===== src/rtl/pt_walker.sv =====
module pt_walker #(
  parameter int IDX_W = 10,
  parameter int OFF_W = 12
) (
  input  logic                  clk,
  input  logic                  rst_n,
  input  logic                  req_valid,
  input  logic [31:0]           req_va,
  input  logic                  req_write,
  input  logic                  req_super,
  input  logic [31-OFF_W:0]     sup_base,
  input  logic [31-OFF_W:0]     usr_base,
  output logic                  mem_rd_en,
  output logic                  mem_wr_en,
  output logic [31:0]           mem_addr,
  output logic [31:0]           mem_wr_data,
  input  logic                  mem_rd_valid,
  input  logic [31:0]           mem_rd_data,
  output logic                  busy,
  output logic                  done,
  output logic [1:0]            fault,
  output logic [31-OFF_W:0]     res_frame,
  output logic                  res_ro,
  output logic                  res_nocache
);
  localparam int FRM_W = 32 - OFF_W;
  localparam int SEG_LO = OFF_W + IDX_W;

  typedef enum logic [2:0] {IDLE, READ_STE, READ_PTE, UPDATE_PTE, DONE} st_t;

  st_t              st;
  logic [31:0]      va_q, ste_q, pte_q;
  logic [FRM_W-1:0] base_q;
  logic             wr_q, pend;
  logic [1:0]       fault_q;

  logic [31:0] ste_addr, pte_addr;
  logic        ro, need_upd;

  assign ste_addr = {base_q, {OFF_W{1'b0}}} + 32'({va_q[31:SEG_LO], 2'b00});
  assign pte_addr = {ste_q[31:OFF_W], {OFF_W{1'b0}}} + 32'({va_q[SEG_LO-1:OFF_W], 2'b00});
  assign ro       = ste_q[2] | mem_rd_data[2];
  assign need_upd = !mem_rd_data[3] || (wr_q && !mem_rd_data[4]);

  assign mem_rd_en   = (st == READ_STE || st == READ_PTE) && !pend;
  assign mem_wr_en   = (st == UPDATE_PTE);
  assign mem_addr    = (st == READ_STE) ? ste_addr : pte_addr;
  assign mem_wr_data = pte_q | 32'h8 | (wr_q ? 32'h10 : 32'h0);

  assign busy        = (st != IDLE);
  assign done        = (st == DONE);
  assign fault       = fault_q;
  assign res_frame   = pte_q[31:OFF_W];
  assign res_ro      = ste_q[2] | pte_q[2];
  assign res_nocache = pte_q[6];

  always_ff @(posedge clk) begin
    if (!rst_n) begin
      st      <= IDLE;
      va_q    <= '0;
      ste_q   <= '0;
      pte_q   <= '0;
      base_q  <= '0;
      wr_q    <= 1'b0;
      pend    <= 1'b0;
      fault_q <= 2'd0;
    end else begin
      case (st)
        IDLE: begin
          pend <= 1'b0;
          if (req_valid) begin
            va_q    <= req_va;
            wr_q    <= req_write;
            base_q  <= req_super ? sup_base : usr_base;
            fault_q <= 2'd0;
            st      <= READ_STE;
          end
        end
        READ_STE: begin
          if (!pend) pend <= 1'b1;
          else if (mem_rd_valid) begin
            ste_q <= mem_rd_data;
            pend  <= 1'b0;
            if (!mem_rd_data[1]) begin
              fault_q <= 2'd1;
              pte_q   <= '0;
              st      <= DONE;
            end else st <= READ_PTE;
          end
        end
        READ_PTE: begin
          if (!pend) pend <= 1'b1;
          else if (mem_rd_valid) begin
            pte_q <= mem_rd_data;
            pend  <= 1'b0;
            if (!mem_rd_data[0]) begin
              fault_q <= 2'd2;
              st      <= DONE;
            end else if (wr_q && ro) begin
              fault_q <= 2'd3;
              st      <= DONE;
            end else if (need_upd) st <= UPDATE_PTE;
            else st <= DONE;
          end
        end
        UPDATE_PTE: st <= DONE;
        default: st <= IDLE;
      endcase
    end
  end
endmodule



===== config.mk =====
export PLATFORM = sky130hd
export DESIGN_NAME = pt_walker
export DESIGN_NICKNAME = d
export VERILOG_FILES = /design/src/rtl/pt_walker.sv
export SDC_FILE = /design/constraint.sdc
export NUM_CORES = 1
export LEC_CHECK = 0
export CAP_MARGIN = 25
export CORE_UTILIZATION = 45
export DETAILED_ROUTE_END_ITERATION = 12
export DONT_BUFFER_PORTS = 1
export PLACE_DENSITY = 0.59
export SLEW_MARGIN = 10
export SYNTH_ARGS = -nofsm -noshare
export SYNTH_HDL_FRONTEND = slang
export SYNTH_SLANG_ARGS = --single-unit

===== constraint.sdc =====
create_clock -name clk -period 2.1 [get_ports clk]
set_input_delay 0.21 -clock clk [delete_from_list [all_inputs] [get_ports clk]]
set_output_delay 0.21 -clock clk [all_outputs]
set_load 0.02 [all_outputs]

==> parameters.txt, run 1 <==
Parameter                              Value

Outcome
  Run status    finished, final reports clean

Logic synthesis
  Number of standard cells after synthesis    562
  Most frequently used flop master after synthesis    sky130_fd_sc_hd__dfxtp_1
  Synth Area per Inst    8.72 µm²
  Async S/R FF share, synth    0%
  Number of synthesized flops with an enable pin    0
  Distinct cell type count after synthesis    35
  Proportion of synthesized chip area in sequential cells    40.4%
  Synthesized area    4900 µm²
  Yosys warnings    0
  Synthesized flop and latch total    99

Critical path
  Highest net fanout along the worst path    17
  Crit-path leading delay family    flip-flops
  Required time reported for the critical path endpoint    1.89 ns
  CP max-delay cell    sky130_fd_sc_hd__dfxtp_1
  Reg2reg path depth    5
  Setup crit start kind    flop
  Reg-to-reg critical path endpoint    pte_q[16]
  CP Class    reg2out
  Arrival time worst endpoint    1.78 ns
  Worst setup slack for register-to-register paths    0.35 ns
  Ordered cell list for the critical path    nor3b_4, buf_6, mux2_2
  Worst r2r src    st[1]
  Maximum cell stage delay along the critical path    0.46 ns
  Nature of the critical path endpoint    output pin
  Count of buffer and inverter cells on the critical path    1

Clock tree
  Number of levels in the clock H-tree    3
  Number of clock sinks seen by CTS    99
  Number of buffers created by CTS    9
  TritonCTS clock tree    yes
  Clock tree root buffer cell    sky130_fd_sc_hd__clkbuf_8
  Maximum number of buffers from clock root to sink    2
  Clk_lat worst skew    0.37 ns
  Clock transition at the register clock pins on the worst setup and hold paths after CTS    0.09 ns
  Post-CTS setup buffers    0

Global route
  Largest net degree at the start of global routing    98
  GR Layer Usage met1    22.7%
  Met2 Track Usage GR    37.2%
  Antenna violations before repair    1
  Global routing met3 resource utilization    5.64%
  GRT overflow    0
  GRT busiest layer    met2
  Via count of the first global-routing pass    3792
  First-pass GRT wire length    18.3 mm
  Global-route usage over all layers    20.7%

Power and ir drop
  Standby leakage power    2.19 nW
  Worst vdd rail ir drop    470 µV
  Power density over cell area    717 nW/µm²

Die
  Vertical die dimension    106 µm
  Row count    37
  Die Footprint    11300 µm²
  Starting Density    46.9%
  Horizontal die dimension    106 µm
  Count of boundary I/O pins    202
  Core outline area    10500 µm²

Route
  Detailed router's first-iteration violation count    153
  Routed wire per std cell    16.6 µm
  Via total after detailed routing    3723
  Sum of routed wire length over all layers    11.5 mm
  Detail-routed via count per cell    5.38
  Drt drc    0
  1st-pass router iterations    4
  Post-route antenna net violation count    0

Layout
  Final non-filler cell area    5410 µm²
  Net count of the finished layout    661
  Non-filler cells in the finished layout    692
  Most frequent cells in the layout    sky130_fd_sc_hd__nand2_1, sky130_fd_sc_hd__dfxtp_1, sky130_fd_sc_hd__dlygate4sd3_1
  Area added between synthesis and finish    10.4%
  Layout cells sized above 1    12.4%
  Diodes inserted    0
  Commonest non-fill, non-tap cell in the layout    sky130_fd_sc_hd__nand2_1

STA
  Final setup margin    0.105 ns
  Setup total negative slack    0 ns
  Top achievable clock speed    0.501 GHz
  Setup repair after global routing missed its margin    false
  Final hold viol count    0
  Number of max-slew violations in the final report    0
  Period utilization    95.0%
  Skew final    0.00658 ns
  Number of endpoints failing setup at the final stage    0
  Final Critical Period    1.99 ns

Hold path
  Hold WC Path Type    in2reg
  Instance count along the most critical hold path    2
  Hold path startpoint    mem_rd_data[1]
  Hold EP    st[2]

Place
  Instance area after placement    4630 µm²
  Placed cells    622
  Half-perimeter wire length after placement    7.43 mm
  Global placer's final weighted congestion    0.832
  Pre-CTS setup slack    0.363 ns
  Buffers added on ports    0

Run
  Number of violations of the max-capacitance limit    0
[final cells by class]
type                    instances  area, µm²
clock inverters                 4       75.1
inverters                       4       15.0
fillers                      1008       5050
well taps                     136        170
clock buffers                  12        135
flip-flops and latches         99       1980
multi-input cells             366       2330
repair buffers                 71        706
[what timing repair did]
action,4_1_cts,5_1_grt
gates resized for setup,0,2
hold endpoints to repair,97,0
endpoints found under the setup margin,0,16
hold buffers,54,0
[through the flow]
step / util (%) / hold slack [ns] / power (mW)
2_1_floorplan: - / 0.355 / 2.42
3_3_place_gp: 44.3 / 0.354 / 2.47
3_5_place_dp: 44.3 / 0.362 / 2.48
4_1_cts: 51.6 / 0.0572 / 3.93
5_1_grt: 51.7 / 0.0939 / 4.05
6_report: 51.7 / 0.0773 / 3.88
[cell usage after synthesis, types with 2 or more instances]
cell | count | area, µm²
sky130_fd_sc_hd__a21boi_0 | 44 | 330
sky130_fd_sc_hd__a21boi_1 | 30 | 225
sky130_fd_sc_hd__a21oi_1 | 4 | 20.0
sky130_fd_sc_hd__a31oi_1 | 2 | 12.5
sky130_fd_sc_hd__and2_1 | 2 | 12.5
sky130_fd_sc_hd__and3_1 | 3 | 18.8
sky130_fd_sc_hd__buf_2 | 17 | 85.1
sky130_fd_sc_hd__buf_4 | 53 | 398
sky130_fd_sc_hd__buf_6 | 3 | 33.8
sky130_fd_sc_hd__clkbuf_1 | 21 | 78.8
sky130_fd_sc_hd__conb_1 | 2 | 7.51
sky130_fd_sc_hd__dfxtp_1 | 99 | 1980
sky130_fd_sc_hd__inv_1 | 4 | 15.0
sky130_fd_sc_hd__mux2_2 | 30 | 338
sky130_fd_sc_hd__mux2i_1 | 22 | 220
sky130_fd_sc_hd__nand2_1 | 140 | 526
sky130_fd_sc_hd__nand3_1 | 31 | 155
sky130_fd_sc_hd__nor2_1 | 7 | 26.3
sky130_fd_sc_hd__nor3_1 | 4 | 20.0
sky130_fd_sc_hd__nor3b_2 | 2 | 25.0
sky130_fd_sc_hd__o211a_1 | 21 | 210
sky130_fd_sc_hd__o21a_1 | 2 | 15.0
sky130_fd_sc_hd__o21ai_0 | 6 | 30.0
sky130_fd_sc_hd__or2_2 | 2 | 12.5
[power by group]
| group | switching, mW | internal, mW |
|---|---|---|
| Sequential | 0.0466 | 1.95 |
| Clock | 0.655 | 0.673 |
| Combinational | 0.292 | 0.261 |
[how the worst max path moves through the flow]
stage                      from           end  slack [ns]  cells past startpoint
after floorplan           st[2]  mem_addr[10]        0.56                      3
after global placement    st[2]     ste_q[20]        0.41                      6
after detailed placement  st[1]     pte_q[16]        0.36                      5
after CTS                 st[2]  mem_addr[28]        0.04                      3
after global routing      st[2]  mem_addr[28]       0.006                      3
final                     st[2]  mem_addr[28]        0.11                      3
[layer usage]
layer / wire length, µm / vias up
met3: 809 / 20
met5: 13 / -
met2: 5680 / 133
li1: - / 1818
met1: 4780 / 1750
met4: 194 / 2
[sequential cells by signal, indices dropped and copies added (netlist names)]
name and cells:
pend 1, ste_q 21, pte_q 31, va_q 20
wr_q 1, fault 2, base_q 20, st 3
[cell families (layout without fill, tap and decap cells)]
logic type | after synthesis | count (layout) | synth area share, %
multiplexers | 52 | 52 | 11.4
AND/OR/NAND/NOR | 195 | 195 | 16.8
flip-flops | 99 | 99 | 40.4
adder cells (fa/ha/maj) | 1 | 1 | 0.204
buffers and inverters | 98 | 91 | 12.5
AO/OA/AOI/OAI | 115 | 115 | 18.5
other | 2 | 3 | 0.153
No activity file was read; power rests on OpenSTA's default activity.
==> run 2, diff against run 1 <==
- CORE_UTILIZATION: 45 -> 58
- PLACE_DENSITY: 0.59 -> 0.73
==> run 2 against run 1 <==
Compared with the run above: final cell count fell by 4.8%; wire length fell by 2.8%; worst setup slack hardly changed; first-iteration DRC count increased by 2.0%; count of clock-buffer cells in the layout down 2; cell area decreased by 0.65%; clock power rose by 3%; sequential share of layout area rose by 0.26 points; hold slack lost 0.070 ns; register-to-register slack lost 0.05 ns; total power increased by 1.2%; die area is 22% lower; largest power group unchanged; highest routed layer is now met4.
==> parameters.txt, run 2 (synthesized netlist as in run 1, its figures left out) <==
Parameter                              Value

Outcome
  Run status    finished, final reports clean

Place
  Half-perimeter wire length after placement    6.82 mm
  Placed cells    591
  Global placer's final weighted congestion    0.779
  Buffers added on ports    0
  Pre-CTS setup slack    0.279 ns
  Instance area after placement    4610 µm²

Clock tree
  Clock transition at the register clock pins on the worst setup and hold paths after CTS    0.09 ns
  TritonCTS clock tree    yes
  Clk_lat worst skew    0.36 ns
  Maximum number of buffers from clock root to sink    2
  Number of clock sinks seen by CTS    99
  Number of buffers created by CTS    9
  Number of levels in the clock H-tree    3
  Clock tree root buffer cell    sky130_fd_sc_hd__clkbuf_8

Critical path
  Logic depth of the worst setup path including buffers    3
  Crit-path leading delay family    flip-flops
  Arrival time worst endpoint    1.78 ns
  Reg2reg path depth    6
  Required time reported for the critical path endpoint    1.89 ns
  Maximum cell stage delay along the critical path    0.43 ns
  Count of buffer and inverter cells on the critical path    1
  Highest net fanout along the worst path    11
  Nature of the critical path endpoint    output pin
  CP max-delay cell    sky130_fd_sc_hd__dfxtp_1
  CP Class    reg2out
  Setup crit start kind    flop
  Ordered cell list for the critical path    nor3b_4, buf_4, mux2_2

Route
  Drt drc    0
  Sum of routed wire length over all layers    11.2 mm
  Detailed router's first-iteration violation count    156
  Post-route antenna net violation count    0
  Detail-routed via count per cell    5.71
  1st-pass router iterations    4
  Via total after detailed routing    3760
  Routed wire per std cell    16.9 µm

Hold path
  Instance count along the most critical hold path    2
  Hold WC Path Type    in2reg

Global route
  Largest net degree at the start of global routing    75
  GRT overflow    0
  Global-route usage over all layers    25.2%
  First-pass GRT wire length    17.2 mm
  Via count of the first global-routing pass    3460
  Antenna violations before repair    0

STA
  Number of endpoints failing setup at the final stage    0
  Setup total negative slack    0 ns
  Relative slew margins    56.6%
  Final hold viol count    0
  Setup repair after global routing missed its margin    false
  Final hold slack    0.00714 ns
  Top achievable clock speed    0.501 GHz
  Final setup margin    0.106 ns
  Worst-margin pin slew    0.649 ns
  Number of max-slew violations in the final report    0
  Skew final    0.00923 ns
  Final Critical Period    1.99 ns
  Period utilization    95.0%

Layout
  Max FFs per register    31
  Area added between synthesis and finish    9.65%
  Net count of the finished layout    660
  Most frequent cells in the layout    sky130_fd_sc_hd__nand2_1, sky130_fd_sc_hd__dfxtp_1, sky130_fd_sc_hd__dlygate4sd3_1
  Commonest non-fill, non-tap cell in the layout    sky130_fd_sc_hd__nand2_1
  Largest registers ranked by flip-flop count    pte_q (31), ste_q (21)
  Non-filler cells in the finished layout    659
  Diodes inserted    0
  Layout cells sized above 1    13.4%
  Largest Register    pte_q
  Final non-filler cell area    5380 µm²
  Core utilization of the finished layout    65.4%

Run
  Number of violations of the max-capacitance limit    0

Power and ir drop
  Power density over cell area    730 nW/µm²
  Power consumption    3.93 mW
  Worst vdd rail ir drop    382 µV
  Standby leakage power    2.20 nW

Die
  Core outline area    8220 µm²
  Starting Density    59.7%
  Horizontal die dimension    93.9 µm
  Vertical die dimension    93.9 µm
  Row count    33
  Count of boundary I/O pins    202
  Die Footprint    8820 µm²
[run 2: cell types whose count changed in the layout (fill, tap and decap cells not counted), moves of 2 or more]
cell	change
sky130_fd_sc_hd__dlygate4sd3_1	-3
sky130_fd_sc_hd__clkbuf_1	-3
sky130_fd_sc_hd__buf_6	-2
sky130_fd_sc_hd__buf_4	+3
[run 2: worst paths after layout]
| path | endpoint | startpoint | slack [ns] |
|---|---|---|---|
| worst min-delay path | pte_q[4] | mem_rd_data[4] | 0.007 |
| worst max-delay path | mem_addr[31] | st[1] | 0.11 |
| worst min register to register | va_q[26] | va_q[26] | 0.46 |
| worst max register to register | va_q[20] | st[1] | 0.30 |
[run 2: per-layer routing]
layer,wire length (µm),track usage (%),up-vias
met3,755,5.66,12
met1,4720,30.3,1778
li1,-,-,1815
met4,121,8.08,0
met5,0,0,-
met2,5560,44.3,155
[run 2: final cells by class]
class	instances	area, µm²
fillers	648	2840
multi-input cells	366	2330
flip-flops and latches	99	1980
repair buffers	70	696
clock buffers	10	138
well taps	105	131
clock inverters	5	85.1
inverters	4	15.0
[run 2: repair_timing]
| action | in CTS | in global routing |
|---|---|---|
| pin swaps | 0 | 1 |
| buffers inserted | 2 | 0 |
| hold endpoints to repair | 89 | 3 |
| endpoints found under the setup margin | 7 | 30 |
| gates resized for setup | 0 | 1 |
| hold buffers | 50 | 1 |
[run 2: power by group]
group          internal, mW  total (mW)  switching [mW]  leakage (nW)
logic                 0.262       0.552           0.290          1.28
clock network         0.704        1.37           0.666         0.109
registers              1.95        2.00          0.0497         0.806
total                  2.92        3.93            1.01          2.20
[run 2: worst register-to-register path, stage by stage, from the launching register on]
cell and delay (ns):
sky130_fd_sc_hd__dfxtp_1 0.43, sky130_fd_sc_hd__buf_4 0.21, sky130_fd_sc_hd__nor3_1 0.28, sky130_fd_sc_hd__and2_2 0.22, sky130_fd_sc_hd__buf_12 0.25, sky130_fd_sc_hd__nand2_1 0.10, sky130_fd_sc_hd__a21boi_0 0.22
==> run 3, diff against run 2 <==
- CORE_MARGIN: default -> 10
- GPL_ROUTABILITY_DRIVEN: default -> 1
==> run 3 against run 2 <==
Compared with the run above: total power is 3.7% lower; via count is 0.56% lower; sequential cell count stayed put; worst setup slack better by 0.055 ns; highest routed layer unchanged; critical endpoint unchanged; non-clock buffer count is 3 higher; clock power is 11% lower.
==> parameters.txt, run 3 (synthesized netlist as in run 1, its figures left out) <==
Parameter                              Value

Outcome
  Run status    finished, final reports clean

Layout
  Max FFs per register    31
  Diodes inserted    0
  Largest registers ranked by flip-flop count    pte_q (31), ste_q (21)
  Net count of the finished layout    663
  Most frequent cells in the layout    sky130_fd_sc_hd__nand2_1, sky130_fd_sc_hd__dfxtp_1, sky130_fd_sc_hd__dlygate4sd3_1
  Layout cells sized above 1    13.1%
  Largest Register    pte_q
  Commonest non-fill, non-tap cell in the layout    sky130_fd_sc_hd__nand2_1
  Area added between synthesis and finish    9.70%

Critical path
  Ordered cell list for the critical path    nor3b_4, buf_4, mux2_2
  Worst setup slack for register-to-register paths    0.39 ns
  Arrival time worst endpoint    1.73 ns
  Maximum cell stage delay along the critical path    0.43 ns
  Highest net fanout along the worst path    15
  Nature of the critical path endpoint    output pin
  Crit-path leading delay family    multiplexers
  Setup crit start kind    flop
  Required time reported for the critical path endpoint    1.89 ns
  CP max-delay cell    sky130_fd_sc_hd__mux2_2
  CP Class    reg2out
  Count of buffer and inverter cells on the critical path    1

Route
  Routed wire per std cell    19.3 µm
  Post-route antenna net violation count    0
  Detail-routed via count per cell    5.64
  Via total after detailed routing    3739
  Detailed router's first-iteration violation count    233
  Drt drc    0
  1st-pass router iterations    6
  Sum of routed wire length over all layers    12.8 mm

Global route
  First-pass GRT wire length    19.7 mm
  GRT busiest layer    met2
  Global routing met3 resource utilization    8.16%
  GR Layer Usage met1    21.8%
  GRT overflow    0
  Antenna violations before repair    0
  Met2 Track Usage GR    32.1%
  Via count of the first global-routing pass    3705
  Global-route usage over all layers    19.1%
  Largest net degree at the start of global routing    84

STA
  Number of endpoints failing setup at the final stage    0
  Top achievable clock speed    0.516 GHz
  Number of max-slew violations in the final report    0
  Relative slew margins    66.5%
  Skew final    0.0110 ns
  Final Critical Period    1.94 ns
  Final hold viol count    0
  Setup total negative slack    0 ns
  Final hold slack    0.0232 ns
  Worst-margin pin slew    0.501 ns
  Period utilization    92.4%
  Final setup margin    0.160 ns
  Setup repair after global routing missed its margin    false

Clock tree
  Maximum number of buffers from clock root to sink    2
  Clock tree root buffer cell    sky130_fd_sc_hd__clkbuf_8
  Number of buffers created by CTS    9
  TritonCTS clock tree    yes
  Number of clock sinks seen by CTS    99
  Clk_lat worst skew    0.36 ns
  Clock transition at the register clock pins on the worst setup and hold paths after CTS    0.09 ns
  Number of levels in the clock H-tree    3

Hold path
  Hold WC Path Type    in2reg

Die
  Count of boundary I/O pins    202
  Row count    33
  Starting Density    59.7%
  Core outline area    8220 µm²
  Horizontal die dimension    112 µm
  Vertical die dimension    112 µm
  Die Footprint    12500 µm²

Power and ir drop
  Standby leakage power    2.20 nW
  Power consumption    3.78 mW
  Power density over cell area    703 nW/µm²
  Worst vdd rail ir drop    509 µV

Place
  Pre-CTS setup slack    0.336 ns
  Buffers added on ports    0
  Half-perimeter wire length after placement    8.36 mm
  Global placer's final weighted congestion    0.821

Run
  Number of violations of the max-capacitance limit    0
[run 3: cell types whose count changed in the layout (fill, tap and decap cells not counted), sizes merged]
cell and change:
bufinv -1, dlygate4sd3 +4, buf -1, clkinv +2
[run 3: per-stage QoR]
stage                     area, µm²  util, %  instances
after floorplan                4910        -        563
after global placement         4620     56.2        592
after detailed placement       4620     56.2        592
after CTS                      5370     65.3        662
after global routing           5380     65.4        663
final                          5380     65.4        663
[run 3: final timing paths]
| path | depth (start not counted) | to | from |
|---|---|---|---|
| max | 3 | mem_addr[31] | st[1] |
| min | 2 | pte_q[1] | mem_rd_data[1] |
| max reg2reg | 5 | pte_q[24] | st[1] |
| min reg2reg | 2 | pte_q[4] | pte_q[4] |
[run 3: final cells by class]
type	instances	area, µm²
inverters	4	15.0
fillers	660	2840
clock buffers	10	128
repair buffers	73	728
clock inverters	6	65.1
well taps	105	131
flip-flops and latches	99	1980
multi-input cells	366	2330
[run 3: power by group]
group	internal, mW	switching (mW)
logic	0.265	0.299
clock network	0.554	0.662
registers	1.95	0.0455
[run 3: worst register-to-register path, stage by stage, from the launching register on]
cell	delay (ns)
sky130_fd_sc_hd__dfxtp_2	0.42
sky130_fd_sc_hd__or3b_4	0.45
sky130_fd_sc_hd__a211oi_4	0.26
sky130_fd_sc_hd__buf_4	0.26
sky130_fd_sc_hd__nand3_1	0.11
sky130_fd_sc_hd__a21boi_1	0.16
[run 3: timing repair]
| action | CTS | global route |
|---|---|---|
| resized for setup | 0 | 1 |
| hold buffers | 54 | 1 |
| hold endpoints to repair | 92 | 1 |
| endpoints found under the setup margin | 0 | 11 |
| buffers inserted | 0 | 0 |
[run 3: metal layers]
layer / vias up / routed length [µm]
met5: - / 0
li1: 1819 / -
met1: 1725 / 5080
met3: 14 / 1370
met2: 181 / 6210
met4: 0 / 146
